## config.mk

```make
export PLATFORM = sky130hd
export DESIGN_NAME = gpio_mask_port
export DESIGN_NICKNAME = d
export VERILOG_FILES = /design/src/rtl/gmp_pkg.sv /design/src/rtl/gmp_sync.sv /design/src/rtl/gmp_detect.sv /design/src/rtl/gpio_mask_port.sv
export SDC_FILE = /design/constraint.sdc
export NUM_CORES = 1
export LEC_CHECK = 0
export BUFFER_PORTS_ARGS = -buffer_cell sky130_fd_sc_hd__buf_2
export CAP_MARGIN = 20
export CELL_PAD_IN_SITES_DETAIL_PLACEMENT = 1
export CELL_PAD_IN_SITES_GLOBAL_PLACEMENT = 1
export CORE_MARGIN = 2
export CORE_UTILIZATION = 43
export DETAILED_ROUTE_END_ITERATION = 12
export PLACE_DENSITY_LB_ADDON = 0.12
export SETUP_SLACK_MARGIN = 0.02
export SLEW_MARGIN = 5
export SYNTH_ARGS = -nofsm -noshare
export SYNTH_HDL_FRONTEND = slang
export SYNTH_SLANG_ARGS = --single-unit
```

## constraint.sdc

```tcl
create_clock -name clk -period 4.95 [get_ports clk]
set_clock_uncertainty 0.2 [all_clocks]
set_input_delay 0.99 -clock clk [delete_from_list [all_inputs] [get_ports clk]]
set_output_delay 0.99 -clock clk [all_outputs]
set_load 0.05 [all_outputs]
```

## src/rtl/gmp_pkg.sv

```systemverilog
package gmp_pkg;

    localparam int ADDR_W = 12;

    localparam logic [ADDR_W-1:0] OFF_DIR   = 12'h400;
    localparam logic [ADDR_W-1:0] OFF_SENSE = 12'h404;
    localparam logic [ADDR_W-1:0] OFF_BOTH  = 12'h408;
    localparam logic [ADDR_W-1:0] OFF_POL   = 12'h40C;
    localparam logic [ADDR_W-1:0] OFF_MASK  = 12'h410;
    localparam logic [ADDR_W-1:0] OFF_RAW   = 12'h414;
    localparam logic [ADDR_W-1:0] OFF_MIS   = 12'h418;
    localparam logic [ADDR_W-1:0] OFF_CLR   = 12'h41C;

    typedef enum logic [3:0] {
        SEL_NONE, SEL_DATA, SEL_DIR, SEL_SENSE, SEL_BOTH,
        SEL_POL, SEL_MASK, SEL_RAW, SEL_MIS, SEL_CLR
    } reg_sel_e;

    // per-pin trigger setup
    typedef struct packed {
        logic sense;   // 1 = level, 0 = edge
        logic both;    // edge on either transition
        logic pol;     // 1 = high / rising, 0 = low / falling
    } trig_cfg_t;

    function automatic reg_sel_e decode_reg(logic [ADDR_W-1:0] a, int unsigned data_hi);
        reg_sel_e s;
        if ((a >> data_hi) == '0) begin
            s = SEL_DATA;
        end else begin
            unique case (a)
                OFF_DIR:   s = SEL_DIR;
                OFF_SENSE: s = SEL_SENSE;
                OFF_BOTH:  s = SEL_BOTH;
                OFF_POL:   s = SEL_POL;
                OFF_MASK:  s = SEL_MASK;
                OFF_RAW:   s = SEL_RAW;
                OFF_MIS:   s = SEL_MIS;
                OFF_CLR:   s = SEL_CLR;
                default:   s = SEL_NONE;
            endcase
        end
        return s;
    endfunction

    function automatic logic pick_event(logic rise, logic fall, trig_cfg_t c);
        logic e;
        if (c.both) e = rise | fall;
        else        e = c.pol ? rise : fall;
        return e;
    endfunction

endpackage

```

## src/rtl/gmp_sync.sv

```systemverilog
module gmp_sync #(
    parameter int W      = 8,
    parameter int STAGES = 2
) (
    input  logic         clk,
    input  logic         rst,
    input  logic [W-1:0] d,
    output logic [W-1:0] q
);
    logic [W-1:0] stage_q [STAGES];

    for (genvar s = 0; s < STAGES; s++) begin : g_stage
        always_ff @(posedge clk) begin
            if (rst)         stage_q[s] <= '0;
            else if (s == 0) stage_q[s] <= d;
            else             stage_q[s] <= stage_q[(s == 0) ? 0 : s-1];
        end
    end

    assign q = stage_q[STAGES-1];
endmodule

```

## src/rtl/gmp_detect.sv

```systemverilog
module gmp_detect
    import gmp_pkg::*;
#(
    parameter int PINS = 8
) (
    input  logic                  clk,
    input  logic                  rst,
    input  logic [PINS-1:0]       lvl,
    input  trig_cfg_t [PINS-1:0]  cfg,
    input  logic [PINS-1:0]       clr,
    output logic [PINS-1:0]       raw
);
    logic [PINS-1:0] prev_q;
    logic [PINS-1:0] flag_q;
    logic [PINS-1:0] evt;

    always_ff @(posedge clk) begin
        if (rst) prev_q <= '0;
        else     prev_q <= lvl;
    end

    for (genvar i = 0; i < PINS; i++) begin : g_pin
        logic rise, fall;
        assign rise   = lvl[i] & ~prev_q[i];
        assign fall   = ~lvl[i] & prev_q[i];
        assign evt[i] = pick_event(rise, fall, cfg[i]);

        always_ff @(posedge clk) begin
            if (rst)         flag_q[i] <= 1'b0;
            else if (evt[i]) flag_q[i] <= 1'b1;   // new edge beats clear
            else if (clr[i]) flag_q[i] <= 1'b0;
        end

        assign raw[i] = cfg[i].sense ? (lvl[i] == cfg[i].pol) : flag_q[i];

        AST_EDGE_BEATS_CLR: assert property (@(posedge clk) disable iff (rst)
            (evt[i] && clr[i]) |=> flag_q[i]);
        AST_CLR_DROPS: assert property (@(posedge clk) disable iff (rst)
            (clr[i] && !evt[i]) |=> !flag_q[i]);
        AST_FLAG_NEEDS_EVT: assert property (@(posedge clk) disable iff (rst)
            $rose(flag_q[i]) |-> $past(evt[i]));
    end
endmodule

```

## src/rtl/gpio_mask_port.sv

```systemverilog
module gpio_mask_port
    import gmp_pkg::*;
#(
    parameter int PINS      = 8,
    parameter int DATA_W    = 32,
    parameter int SYNC_DEPTH = 2
) (
    input  logic              clk,
    input  logic              rst,
    input  logic              bus_sel,
    input  logic              bus_wr,
    input  logic [ADDR_W-1:0] bus_addr,
    input  logic [DATA_W-1:0] bus_wdata,
    output logic [DATA_W-1:0] bus_rdata,
    input  logic [PINS-1:0]   pin_in,
    output logic [PINS-1:0]   pin_out,
    output logic [PINS-1:0]   pin_oe,
    output logic              irq
);
    localparam int MASK_LO = 2;
    localparam int DATA_HI = MASK_LO + PINS;

    logic [PINS-1:0] dir_q, dout_q, sense_q, both_q, pol_q, mask_q;
    logic [PINS-1:0] lvl_sync, raw, mis, clr_pulse, acc_mask, wr_bits;
    trig_cfg_t [PINS-1:0] cfg;
    reg_sel_e sel;
    logic wr_en, data_wr;

    assign sel      = decode_reg(bus_addr, DATA_HI);
    assign acc_mask = bus_addr[DATA_HI-1:MASK_LO];
    assign wr_en    = bus_sel & bus_wr;
    assign wr_bits  = bus_wdata[PINS-1:0];
    assign data_wr  = wr_en && (sel == SEL_DATA);

    gmp_sync #(.W(PINS), .STAGES(SYNC_DEPTH)) u_sync (
        .clk (clk), .rst (rst), .d (pin_in), .q (lvl_sync)
    );

    for (genvar i = 0; i < PINS; i++) begin : g_cfg
        assign cfg[i] = '{sense: sense_q[i], both: both_q[i], pol: pol_q[i]};
    end

    assign clr_pulse = (wr_en && sel == SEL_CLR) ? wr_bits : '0;

    gmp_detect #(.PINS(PINS)) u_detect (
        .clk (clk), .rst (rst), .lvl (lvl_sync),
        .cfg (cfg), .clr (clr_pulse), .raw (raw)
    );

    always_ff @(posedge clk) begin
        if (rst) begin
            dir_q   <= '0;
            dout_q  <= '0;
            sense_q <= '0;
            both_q  <= '0;
            pol_q   <= '0;
            mask_q  <= '0;
        end else if (wr_en) begin
            unique case (sel)
                SEL_DATA:  dout_q  <= (dout_q & ~acc_mask) | (wr_bits & acc_mask);
                SEL_DIR:   dir_q   <= wr_bits;
                SEL_SENSE: sense_q <= wr_bits;
                SEL_BOTH:  both_q  <= wr_bits;
                SEL_POL:   pol_q   <= wr_bits;
                SEL_MASK:  mask_q  <= wr_bits;
                default: ;
            endcase
        end
    end

    assign mis = raw & mask_q;
    assign irq = |mis;

    always_comb begin
        bus_rdata = '0;
        unique case (sel)
            SEL_DATA:  bus_rdata[PINS-1:0] = acc_mask & ((dir_q & dout_q) | (~dir_q & lvl_sync));
            SEL_DIR:   bus_rdata[PINS-1:0] = dir_q;
            SEL_SENSE: bus_rdata[PINS-1:0] = sense_q;
            SEL_BOTH:  bus_rdata[PINS-1:0] = both_q;
            SEL_POL:   bus_rdata[PINS-1:0] = pol_q;
            SEL_MASK:  bus_rdata[PINS-1:0] = mask_q;
            SEL_RAW:   bus_rdata[PINS-1:0] = raw;
            SEL_MIS:   bus_rdata[PINS-1:0] = mis;
            default:   bus_rdata = '0;
        endcase
    end

    assign pin_out = dout_q;
    assign pin_oe  = dir_q;

    AST_MASKED_KEEP: assert property (@(posedge clk) disable iff (rst)
        data_wr |=> ((dout_q & ~$past(acc_mask)) == ($past(dout_q) & ~$past(acc_mask))));
    AST_UNMAPPED_QUIET: assert property (@(posedge clk) disable iff (rst)
        (wr_en && sel == SEL_NONE) |=> ($stable(dir_q) && $stable(dout_q) && $stable(mask_q)
                                        && $stable(sense_q) && $stable(both_q) && $stable(pol_q)));
    AST_IRQ_NEEDS_ENABLE: assert property (@(posedge clk) disable iff (rst)
        irq |-> (mask_q != '0));
endmodule

```

Word-level counts from Yosys, hierarchy flattened. Memories as Yosys holds them, arrays and structs flattened. Index checks and enable logic that the tools add are counted.

Register bits after elaboration: 64. Memory bits (writable): 16. Input port bits: 56. Output and inout bits: 49. Word-level logic and storage cells: 160. Memories kept: 1.

Equality and inequality tests: 25. Mux-type cells: 49. Bitwise operators: 53. Reduce and logical (&&, ||, !) cells: 17.

Memory list: u_sync.stage_q (words 2, bits a word 8, rd ports 2, clocked after memory_dff 0, wr ports 2, line gmp_sync.sv:10) `logic [W-1:0] stage_q [STAGES];`.

Operators with widths (number): $eq A12 B11 Y1 const B (8); $pmux W8 S8 (1); $and A8 B8 Y8 (6); $mux W1 (43); $pmux W4 S8 (1); $mux W8 (3); $and A1 B1 Y1 (17); $eq A4 B3 Y1 const B (4); $not A1 Y1 (16); $not A8 Y8 (2); $or A8 B8 Y8 (2); $reduce_bool A2 Y1 (8); $logic_not A12 Y1 (1); $reduce_and A2 Y1 (6); $or A1 B1 Y1 (10); $eq A1 B1 Y1 (8); $eq A4 B2 Y1 const B (2); $eq A4 B4 Y1 const B (2); $reduce_or A8 Y1 (1); $eq A4 B1 Y1 const B (1); $mux W4 (1); $logic_and A1 B1 Y1 (1).

Longest topological paths before layout. Gate-level depths: netlist of the first run.

Depth in word-level cells: 8. Gate-level depth with buffers: 7. Depth with buffers taken out: 5.

Modules after synthesis. A second synthesis of the first run with hierarchy kept.

Cells, all modules: 500. Area total of the unflattened synthesis: 4526.8 sq um.

Modules (own cells, without submodules): gpio_mask_port (times used 1, cells each 353, area an instance 2971.6 sq um, sequential area each 960.9 sq um); gmp_detect (times used 1, cells each 114, area an instance 1091.0 sq um, sequential area each 320.3 sq um); gmp_sync (times used 1, cells each 33, area an instance 464.2 sq um, sequential area each 320.3 sq um).

Least setup slack after synthesis of the first run. OpenSTA, ideal clock, no wires.

Kind: input to output. Start: input bus_addr[11]. End: output bus_rdata[0]. Arrival: 3.059 ns. Required time: 3.760 ns. Setup slack: 0.701 ns. Cell stages on the path: 4. Buffers on the path: 0. Cell sequence: nor4b_4 -> a41oi_2 -> mux2i_1 -> o21ai_0.

Longest elaborated chain between the ends: 5. Elaborated cells on any way between the ends: 20. Classes of those cells: eq/ne (16); mux (3); reduce/logical (1).

Ends and longest elaborated chain: start, declared (line gpio_mask_port.sv:12) `input logic [ADDR_W-1:0] bus_addr,`; $eq A12 B11 Y1 (line gmp_pkg.sv:31) `unique case (a)`; $pmux W4 S8 (line gmp_pkg.sv:31); $mux W4 * (line gmp_pkg.sv:28) `if ((a >> data_hi) == '0) begin`; $eq A4 B4 Y1 (tied with other cells) (line gpio_mask_port.sv:76) `unique case (sel)`; $pmux W8 S8 * (line gpio_mask_port.sv:76); end, declared (line gpio_mask_port.sv:14) `output logic [DATA_W-1:0] bus_rdata,`.

Every way passes the cells marked *; elsewhere a longest branch is shown, timed or not.

Final worst setup path of the first run.
Start: input bus_addr[11]. End: output bus_rdata[2].

The elaborated chain is that of the path after synthesis.

==> results.sh, run 1 <==
export IMPL_antenna_found_initial=0
export IMPL_via_per_inst=5.18
export IMPL_finalMaxSlewViolations=0
export IMPL_dp_cells=648
export IMPL_status="complete, no violations"
export IMPL_mostFrequentLayoutCells="dfxtp_1, mux2i_1, nor2_1"
export IMPL_syn_to_final_growth_pct=13.0
export IMPL_worst_slack_ns=0.726
export IMPL_cts_buffers=9
export IMPL_setup_violations=0
export IMPL_dp_hpwl_mm=7.82
export IMPL_pre_cts_ws_ns=0.746
export IMPL_cts_root_buf="clkbuf_8"
export IMPL_crit_chain="buf_2, nor4b_4, a41oi_2, mux2i_1, o21ai_0, buf_2"
export IMPL_p_comb_frac=0.106
export IMPL_p_switching_uw=350
export IMPL_start_util=0.438
export IMPL_p_int_uw=969
export IMPL_dr_first_iter_drc_count=101
export IMPL_cp_startpoint="bus_addr[11]"
export IMPL_io_pins=105
export IMPL_cp_num_buf_inv=2
export IMPL_dr_pass1_iters=4
export IMPL_postSynthCellCount=468
export IMPL_clkTransAtPathRegs_ns=0.08
export IMPL_p_leak_nw=1.98
export IMPL_gp_congestion=0.853
export IMPL_holdWs_ns=0.243
export IMPL_worst_r2r_startpoint="u_sync.stage_q[1][0]"
export IMPL_ys_ff_latch=80
export IMPL_crit_path_start_kind="primary input"
export IMPL_dieWidth_um=103
export IMPL_final_common_cell="dfxtp_1"
export IMPL_synth_edf_count=0
export IMPL_cts_hold_buf=0
export IMPL_syn_cell_area_mm2=0.00422
export IMPL_instances_no_fill=663
export IMPL_port_buffers=56
export IMPL_yosysWarnings=0
export IMPL_worstMarginPinSlew_ns=1.03
export IMPL_crit_fanout=9
export IMPL_max_stage_delay_ns=0.54
export IMPL_rows=36
export IMPL_cp_slowest_cell="nor4b_4"
export IMPL_synth_seq_area_share=0.379
export IMPL_grt_max_degree=52
export IMPL_power_density_mw_per_mm2=276
export IMPL_worstHoldStart="u_sync.stage_q[0][5]"
export IMPL_fp_dieH_um=103
export IMPL_nets=598
export IMPL_vias=3434
export IMPL_grt_ovfl_total=0
export IMPL_yosys_cell_types_count=40
export IMPL_grt_pass1_vias=3494
export IMPL_ant_nets=0
export IMPL_cp_data_required_time_ns=3.76
export IMPL_fin_crit_ns=4.22
export IMPL_avgSynthCellArea_um2=9.02
export IMPL_critPathMostFrequentCell="buf_2"
export IMPL_post_cts_setup_buffer_count=0
export IMPL_drv_cap=0
export IMPL_clkSinkCount=80
export IMPL_max_clock_path_buffers=2
export IMPL_hold_path_class="reg2reg"
export IMPL_drc=0
export IMPL_placeableCoreArea_mm2=0.00964
export IMPL_cp_top_family="compound AO/OA/AOI/OAI gates"
export IMPL_post_cts_resized=0
export IMPL_hold_violations=0
export IMPL_routedWlPerCell_um=16.9
export IMPL_num_antenna_cells=0
export IMPL_grt_usage=0.225
export IMPL_cts_tree="yes"
export IMPL_die_area_mm2=0.0106
export IMPL_ys_flop_type="dfxtp_1"
export IMPL_htree_levels=3
export IMPL_worstSetupPathType="in2out"
export IMPL_clockPowerShare=0.393
export IMPL_p_seq_frac=0.501
export IMPL_fin_crit_sh=0.853
export IMPL_crit_arrival_ns=3.03
export IMPL_rsz0062_at_grt="no"
export IMPL_worstSkewPairLatency_ns=0.35
export IMPL_setup_tns_ns=0
export IMPL_p_sw_frac=0.265
export IMPL_drive_gt1_frac=0.185
export IMPL_grt_pass1_wl_mm=17.9
export IMPL_routed_wl_mm=11.2
export IMPL_max_freq_ghz=0.237
export IMPL_relSlewSlack=0.315
export IMPL_cp_end_kind="output port"
export IMPL_ys_async_sr_fraction=0
export IMPL_irDropWorstVdd_mv=0.121
-- layout make-up --
class	instances	area (um^2)
Sequential cell	80	1600
Multi-Input combinational cell	339	2350
Inverter	33	124
Clock buffer	11	131
Clock inverter	4	70.1
Fill cell	1187	4870
Tap cell	133	166
Timing Repair Buffer	63	333
-- registers in the layout, indices dropped and copies added, names as in the netlist, named ones only --
register / count
mask_q: 8
u_sync.stage_q: 16
u_detect.prev_q: 8
u_detect.flag_q: 8
pol_q: 8
sense_q: 8
pin_oe: 8
both_q: 8
-- cells in the mapped netlist (2+ instances only) --
library cell,instances,area [um^2]
o31ai_1,6,45.0
o21ai_0,24,120
clkbuf_1,13,48.8
dfxtp_1,80,1600
xnor2_1,8,70.1
ha_1,16,200
mux2_2,13,146
mux2i_1,72,721
nand3_1,8,40.0
o22ai_1,5,31.3
nor2b_1,19,119
a211oi_1,6,45.0
nor2_1,69,259
buf_4,24,180
nor4b_1,2,17.5
a21oi_1,8,40.0
a2bb2oi_1,2,17.5
nor3b_1,2,15.0
nor3_1,4,20.0
inv_1,33,124
nor3_4,2,32.5
nand4_1,3,18.8
a31oi_1,8,50.1
nand2_1,25,93.8
-- power groups by stage --
stage          logic (mW)  registers [mW]  clock network [mW]
2_1_floorplan       0.110           0.677                   0
3_5_place_dp        0.139           0.676                   0
5_1_grt             0.152           0.662               0.561
4_1_cts             0.140           0.661               0.531
3_3_place_gp        0.136           0.675                   0
6_report            0.140           0.660               0.518
-- worst reg2reg max path: cells and delay by family (launching register included) --
family,cells,cell delay (ns)
adders and majority gates,1,0.19
DFF,1,0.41
muxes,1,0.25
buffers and inverters,1,0.08
AOI/OAI and AO/OA,2,0.26
-- metal layers --
| layer | GRT usage | share of wire |
|---|---|---|
| met5 | 0 | 0 |
| met4 | 0.0506 | 0.0085 |
| met3 | 0.0481 | 0.032 |
| met2 | 0.375 | 0.49 |
| met1 | 0.301 | 0.47 |
-- cell families after synthesis --
logic type | share of synthesized area
AND/OR/NAND/NOR | 0.174
multiplexers | 0.205
flip-flops | 0.379
buffers and inverters | 0.0856
AO/OA/AOI/OAI | 0.0907
adder cells (fa/ha/maj) | 0.0474
XOR/XNOR | 0.0166
other | 0.000888
-- path summary, 6_finish.rpt --
check / end / slack (ns) / cells after the start
max: bus_rdata[2] / 0.73 / 6
min: u_sync.stage_q[1][5] / 0.24 / 1
max reg2reg: u_detect.flag_q[0] / 3.40 / 5
min reg2reg: u_sync.stage_q[1][5] / 0.24 / 1
-- metrics by stage --
stage	instance area [um^2]	utilization	power [mW]
floorplan	4310	-	0.786
global placement	4570	0.474	0.811
detailed placement	4570	0.474	0.815
CTS	4770	0.495	1.33
global route	4770	0.495	1.38
finish	4770	0.495	1.32
Note: power is estimated with default switching activity, not from simulation.
==> run 2, diff against run 1 <==
Settings changed: PLACE_DENSITY_LB_ADDON 0.12 to 0.25.
==> run 2 against run 1 <==
Against the previous run: die area is the same; sequential power is essentially flat; critical path type unchanged; first-iteration DRC count grew 14%; largest power group unchanged; clock-buffer cell count is the same; register-to-register slack lost 0.04 ns; core utilization grew 0.052 points; setup slack lost 0.038 ns; largest cell class unchanged.
==> results.sh, run 2 (same netlist as run 1, synthesis figures left out) <==
export IMPL_crit_path_start_kind="primary input"
export IMPL_worst_r2r_startpoint="u_sync.stage_q[1][0]"
export IMPL_htree_levels=3
export IMPL_grt_pass1_wl_mm=17.8
export IMPL_reg2reg_to="u_detect.flag_q[0]"
export IMPL_clockPowerShare=0.390
export IMPL_worstSkewPairLatency_ns=0.35
export IMPL_fin_crit_ns=4.26
export IMPL_p_comb_frac=0.106
export IMPL_p_switching_uw=359
export IMPL_largest_reg_flops=16
export IMPL_cts_buffers=9
export IMPL_finalMaxSlewViolations=0
export IMPL_worstSetupPathType="in2out"
export IMPL_p_int_uw=952
export IMPL_cts_tree="yes"
export IMPL_gp_congestion=0.926
export IMPL_via_per_inst=5.25
export IMPL_cp_end_kind="output port"
export IMPL_routedWlPerCell_um=16.7
export IMPL_ant_nets=0
export IMPL_dp_hpwl_mm=7.90
export IMPL_power_density_mw_per_mm2=274
export IMPL_crit_fanout=9
export IMPL_highest_layer="met4"
export IMPL_mostFrequentLayoutCells="dfxtp_1, mux2i_1, nor2_1"
export IMPL_syn_to_final_growth_pct=13.1
export IMPL_clkSinkCount=80
export IMPL_irDropWorstVdd_mv=0.124
export IMPL_r2r_slack_ns=3.36
export IMPL_port_buffers=56
export IMPL_cts_hold_buf=0
export IMPL_r2r_cells=5
export IMPL_antenna_found_initial=0
export IMPL_filler_cell_count=1182
export IMPL_max_freq_ghz=0.235
export IMPL_die_area_mm2=0.0106
export IMPL_rsz0062_at_grt="no"
export IMPL_wl_met3_um=561
export IMPL_status="complete, no violations"
export IMPL_cp_data_required_time_ns=3.76
export IMPL_largest_register="u_sync.stage_q"
export IMPL_grt_usage=0.222
export IMPL_drive_gt1_frac=0.189
export IMPL_fp_dieH_um=103
export IMPL_grt_pass1_vias=3488
export IMPL_crit_arrival_ns=3.07
export IMPL_nets=597
export IMPL_dr_first_iter_drc_count=115
export IMPL_cts_root_buf="clkbuf_8"
export IMPL_relSlewSlack=0.397
export IMPL_cp_endpoint="bus_rdata[4]"
export IMPL_start_util=0.438
export IMPL_wirelength_met1_mm=4.91
export IMPL_num_antenna_cells=0
export IMPL_drc=0
export IMPL_grt_max_degree=52
export IMPL_post_cts_resized=0
export IMPL_vias=3480
export IMPL_post_cts_setup_buffer_count=0
export IMPL_max_clock_path_buffers=2
export IMPL_routed_wl_mm=11.1
export IMPL_clkTransAtPathRegs_ns=0.09
export IMPL_drv_cap=0
export IMPL_p_leak_nw=1.98
export IMPL_hold_violations=0
export IMPL_whs_path_depth=1
export IMPL_cp_startpoint="bus_addr[11]"
export IMPL_dieWidth_um=103
export IMPL_worstMarginPinSlew_ns=0.905
export IMPL_dr_pass1_iters=4
export IMPL_p_total_mw=1.31
export IMPL_placeableCoreArea_mm2=0.00964
export IMPL_setup_violations=0
export IMPL_p_sw_frac=0.274
export IMPL_grt_ovfl_total=0
export IMPL_rows=36
export IMPL_setup_tns_ns=0
export IMPL_final_common_cell="dfxtp_1"
export IMPL_hold_path_class="reg2reg"
export IMPL_wl_met2_mm=5.46
export IMPL_fin_crit_sh=0.861
export IMPL_io_pins=105
export IMPL_p_seq_frac=0.504
[run 2: cell types whose count changed in the layout (fill, tap and decap cells not counted)]
cell and change:
bufinv_16 -1, clkinv_2 -2, clkbuf_8 +2, buf_4 -1, clkbuf_1 -2, inv_6 +1, clkinv_4 +1, clkinvlp_4 +2
[run 2: worst max-delay path, stage by stage]
cell     delay (ns)
buf_2          0.14
nor4b_4        0.57
a41oi_2        0.53
mux2i_1        0.24
o21ai_0        0.28
buf_2          0.32
[run 2: worst min path at each step]
stage | slack [ns] | end | start
after floorplan | 0.21 | u_sync.stage_q[1][0] | u_sync.stage_q[0][0]
after global placement | 0.22 | u_sync.stage_q[1][2] | u_sync.stage_q[0][2]
after detailed placement | 0.23 | u_sync.stage_q[1][4] | u_sync.stage_q[0][4]
after CTS | 0.25 | u_sync.stage_q[1][4] | u_sync.stage_q[0][4]
after global routing | 0.26 | u_sync.stage_q[1][7] | u_sync.stage_q[0][7]
final | 0.24 | u_sync.stage_q[1][4] | u_sync.stage_q[0][4]
[run 2: metal layers]
metal,vias to the layer above,track usage
met5,-,0
met4,0,0.0638
met3,12,0.0420
met2,85,0.378
met1,1715,0.288
li1,1668,-
[run 2: per-stage QoR]
step | utilization | instances | area (um^2) | setup WS, ns | hold slack [ns]
2_1_floorplan | - | 491 | 4310 | 0.701 | 0.214
3_5_place_dp | 0.473 | 647 | 4560 | 0.776 | 0.228
5_1_grt | 0.496 | 663 | 4780 | 0.587 | 0.258
6_report | 0.496 | 663 | 4780 | 0.689 | 0.244
3_3_place_gp | 0.473 | 647 | 4560 | 0.819 | 0.219
4_1_cts | 0.496 | 663 | 4780 | 0.776 | 0.250
[run 2: power by group through the flow]
| stage | combinational (mW) | sequential, mW | clock, mW |
|---|---|---|---|
| 6_report | 0.139 | 0.660 | 0.511 |
| 5_1_grt | 0.152 | 0.662 | 0.549 |
| 4_1_cts | 0.139 | 0.661 | 0.529 |
| 3_5_place_dp | 0.139 | 0.676 | 0 |
| 3_3_place_gp | 0.135 | 0.675 | 0 |
| 2_1_floorplan | 0.110 | 0.677 | 0 |
[run 2: cell type report]
class,count,area [um^2],share of cell area
Clock inverter,5,62.6,0.0131
Timing Repair Buffer,62,325,0.0681
Multi-Input combinational cell,339,2350,0.491
Sequential cell,80,1600,0.335
Tap cell,133,166,0.0348
Inverter,33,124,0.0259
Clock buffer,11,151,0.0317
==> run 3, diff against run 2 <==
--- a/config.mk
+++ b/config.mk
@@ -14,4 +14,6 @@
 export DETAILED_ROUTE_END_ITERATION = 12
 export PLACE_DENSITY_LB_ADDON = 0.25
+export RECOVER_POWER = 100
+export REMOVE_ABC_BUFFERS = 1
 export SETUP_SLACK_MARGIN = 0.02
 export SLEW_MARGIN = 5
--- a/constraint.sdc
+++ b/constraint.sdc
@@ -3,3 +3,3 @@
 set_input_delay 0.99 -clock clk [delete_from_list [all_inputs] [get_ports clk]]
 set_output_delay 0.99 -clock clk [all_outputs]
-set_load 0.05 [all_outputs]
+set_load 0.1 [all_outputs]
==> run 3 against run 2 <==
Against the previous run: routed wire length is 1.0% higher; highest routed layer unchanged; the flow now finishes with violations (max-capacitance violations, max-slew violations); largest power group unchanged; worst hold slack lost 0.0079 ns; global-route usage decreased by 0.093 points; critical path type is now in2reg.
==> results.sh, run 3 (same netlist as run 1, synthesis figures left out) <==
export IMPL_status="finished with violations"
export IMPL_violations="max-capacitance violations, max-slew violations"
export IMPL_placeableCoreArea_mm2=0.00964
export IMPL_dieWidth_um=103
export IMPL_crit_arrival_ns=4.43
export IMPL_final_common_cell="dfxtp_1"
export IMPL_port_buffers=56
export IMPL_p_total_mw=1.34
export IMPL_nets=599
export IMPL_grt_max_degree=52
export IMPL_drc=0
export IMPL_num_antenna_cells=0
export IMPL_cts_hold_buf=0
export IMPL_cp_end_kind="flip-flop"
export IMPL_fin_crit_ns=4.48
export IMPL_ant_nets=0
export IMPL_grt_pass1_vias=3415
export IMPL_routed_wl_mm=11.2
export IMPL_start_util=0.438
export IMPL_fp_dieH_um=103
export IMPL_power_density_mw_per_mm2=285
export IMPL_clkTransAtPathRegs_ns=0.08
export IMPL_setup_violations=0
export IMPL_grt_usage=0.221
export IMPL_worstMarginPinSlew_ns=2.44
export IMPL_largest_register="u_sync.stage_q"
export IMPL_max_freq_ghz=0.223
export IMPL_post_cts_setup_buffer_count=0
export IMPL_drive_gt1_frac=0.135
export IMPL_grt_pass1_wl_mm=17.6
export IMPL_cts_tree="yes"
export IMPL_instances_no_fill=665
export IMPL_fin_crit_sh=0.905
export IMPL_drv_cap=4
export IMPL_cts_root_buf="clkbuf_8"
export IMPL_rsz0062_at_grt="no"
export IMPL_dp_hpwl_mm=7.89
export IMPL_worst_slack_ns=0.471
export IMPL_relSlewSlack=-0.626
export IMPL_pre_cts_ws_ns=0.677
export IMPL_worstSetupPathType="in2reg"
export IMPL_cp_data_required_time_ns=4.90
export IMPL_finalMaxSlewViolations=79
export IMPL_crit_path_start_kind="primary input"
export IMPL_post_cts_resized=0
export IMPL_dr_pass1_iters=4
export IMPL_via_per_inst=5.18
export IMPL_routedWlPerCell_um=16.8
export IMPL_crit_fanout=9
export IMPL_grt_ovfl_total=0
export IMPL_worstSkewPairLatency_ns=0.36
export IMPL_mostFrequentLayoutCells="dfxtp_1, mux2i_1, nor2_1"
export IMPL_setup_tns_ns=0
export IMPL_die_area_mm2=0.0106
export IMPL_vias=3446
export IMPL_gp_congestion=0.851
export IMPL_antenna_found_initial=0
export IMPL_io_pins=105
export IMPL_hold_violations=0
export IMPL_syn_to_final_growth_pct=11.2
export IMPL_largest_reg_flops=16
export IMPL_dr_first_iter_drc_count=105
export IMPL_hold_path_class="reg2reg"
export IMPL_max_clock_path_buffers=2
export IMPL_dp_cells=649
export IMPL_irDropWorstVdd_mv=0.160
export IMPL_clkSinkCount=80
export IMPL_cts_buffers=9
export IMPL_rows=36
export IMPL_htree_levels=3
export IMPL_p_leak_nw=1.84
-- run 3: cell types whose count changed in the layout (fill, tap and decap cells not counted), sizes merged --
cell and delta:
clkinv +1, clkinvlp -2, clkbuf +33, inv -1, buf -29
-- run 3: worst paths after layout --
kind	from	endpoint	slack (ns)	cells past startpoint
max	bus_addr[11]	pin_oe[0]	0.47	6
min	u_sync.stage_q[0][0]	u_sync.stage_q[1][0]	0.24	1
max reg2reg	u_sync.stage_q[1][3]	u_detect.flag_q[3]	3.36	5
min reg2reg	u_sync.stage_q[0][0]	u_sync.stage_q[1][0]	0.24	1
-- run 3: worst max-delay path: stages --
cell and delay [ns]:
clkbuf_1 0.15, nor4b_4 0.58, nand4b_1 0.47, nor3_1 1.86, mux2i_1 0.31, nor2_1 0.05
-- run 3: stage by stage --
stage / hold WS (ns) / cell area (um^2) / util
2_1_floorplan: 0.214 / 4070 / -
3_3_place_gp: 0.217 / 4580 / 0.475
3_5_place_dp: 0.228 / 4580 / 0.475
4_1_cts: 0.240 / 4780 / 0.496
5_1_grt: 0.264 / 4700 / 0.487
6_report: 0.236 / 4700 / 0.487
-- run 3: layout make-up --
class | instances | area [um^2]
clock buffer | 13 | 159
clock inverter | 3 | 40.0
fill | 1211 | 4940
inverter | 33 | 124
multi-input combinational | 339 | 2300
sequential | 80 | 1600
tap | 133 | 166
timing repair buffer | 64 | 303
-- run 3: power breakdown --
group          switching, mW  internal, mW
clock                  0.237         0.260
combinational          0.148        0.0341
sequential           0.00658         0.654
total                  0.391         0.948
-- run 3: metal layers --
metal,track usage,up-vias,share of wire
met1,0.295,1680,0.47
met2,0.364,77,0.47
met5,0,-,0
met3,0.0298,15,0.039
met4,0.0860,0,0.015
li1,-,1674,-
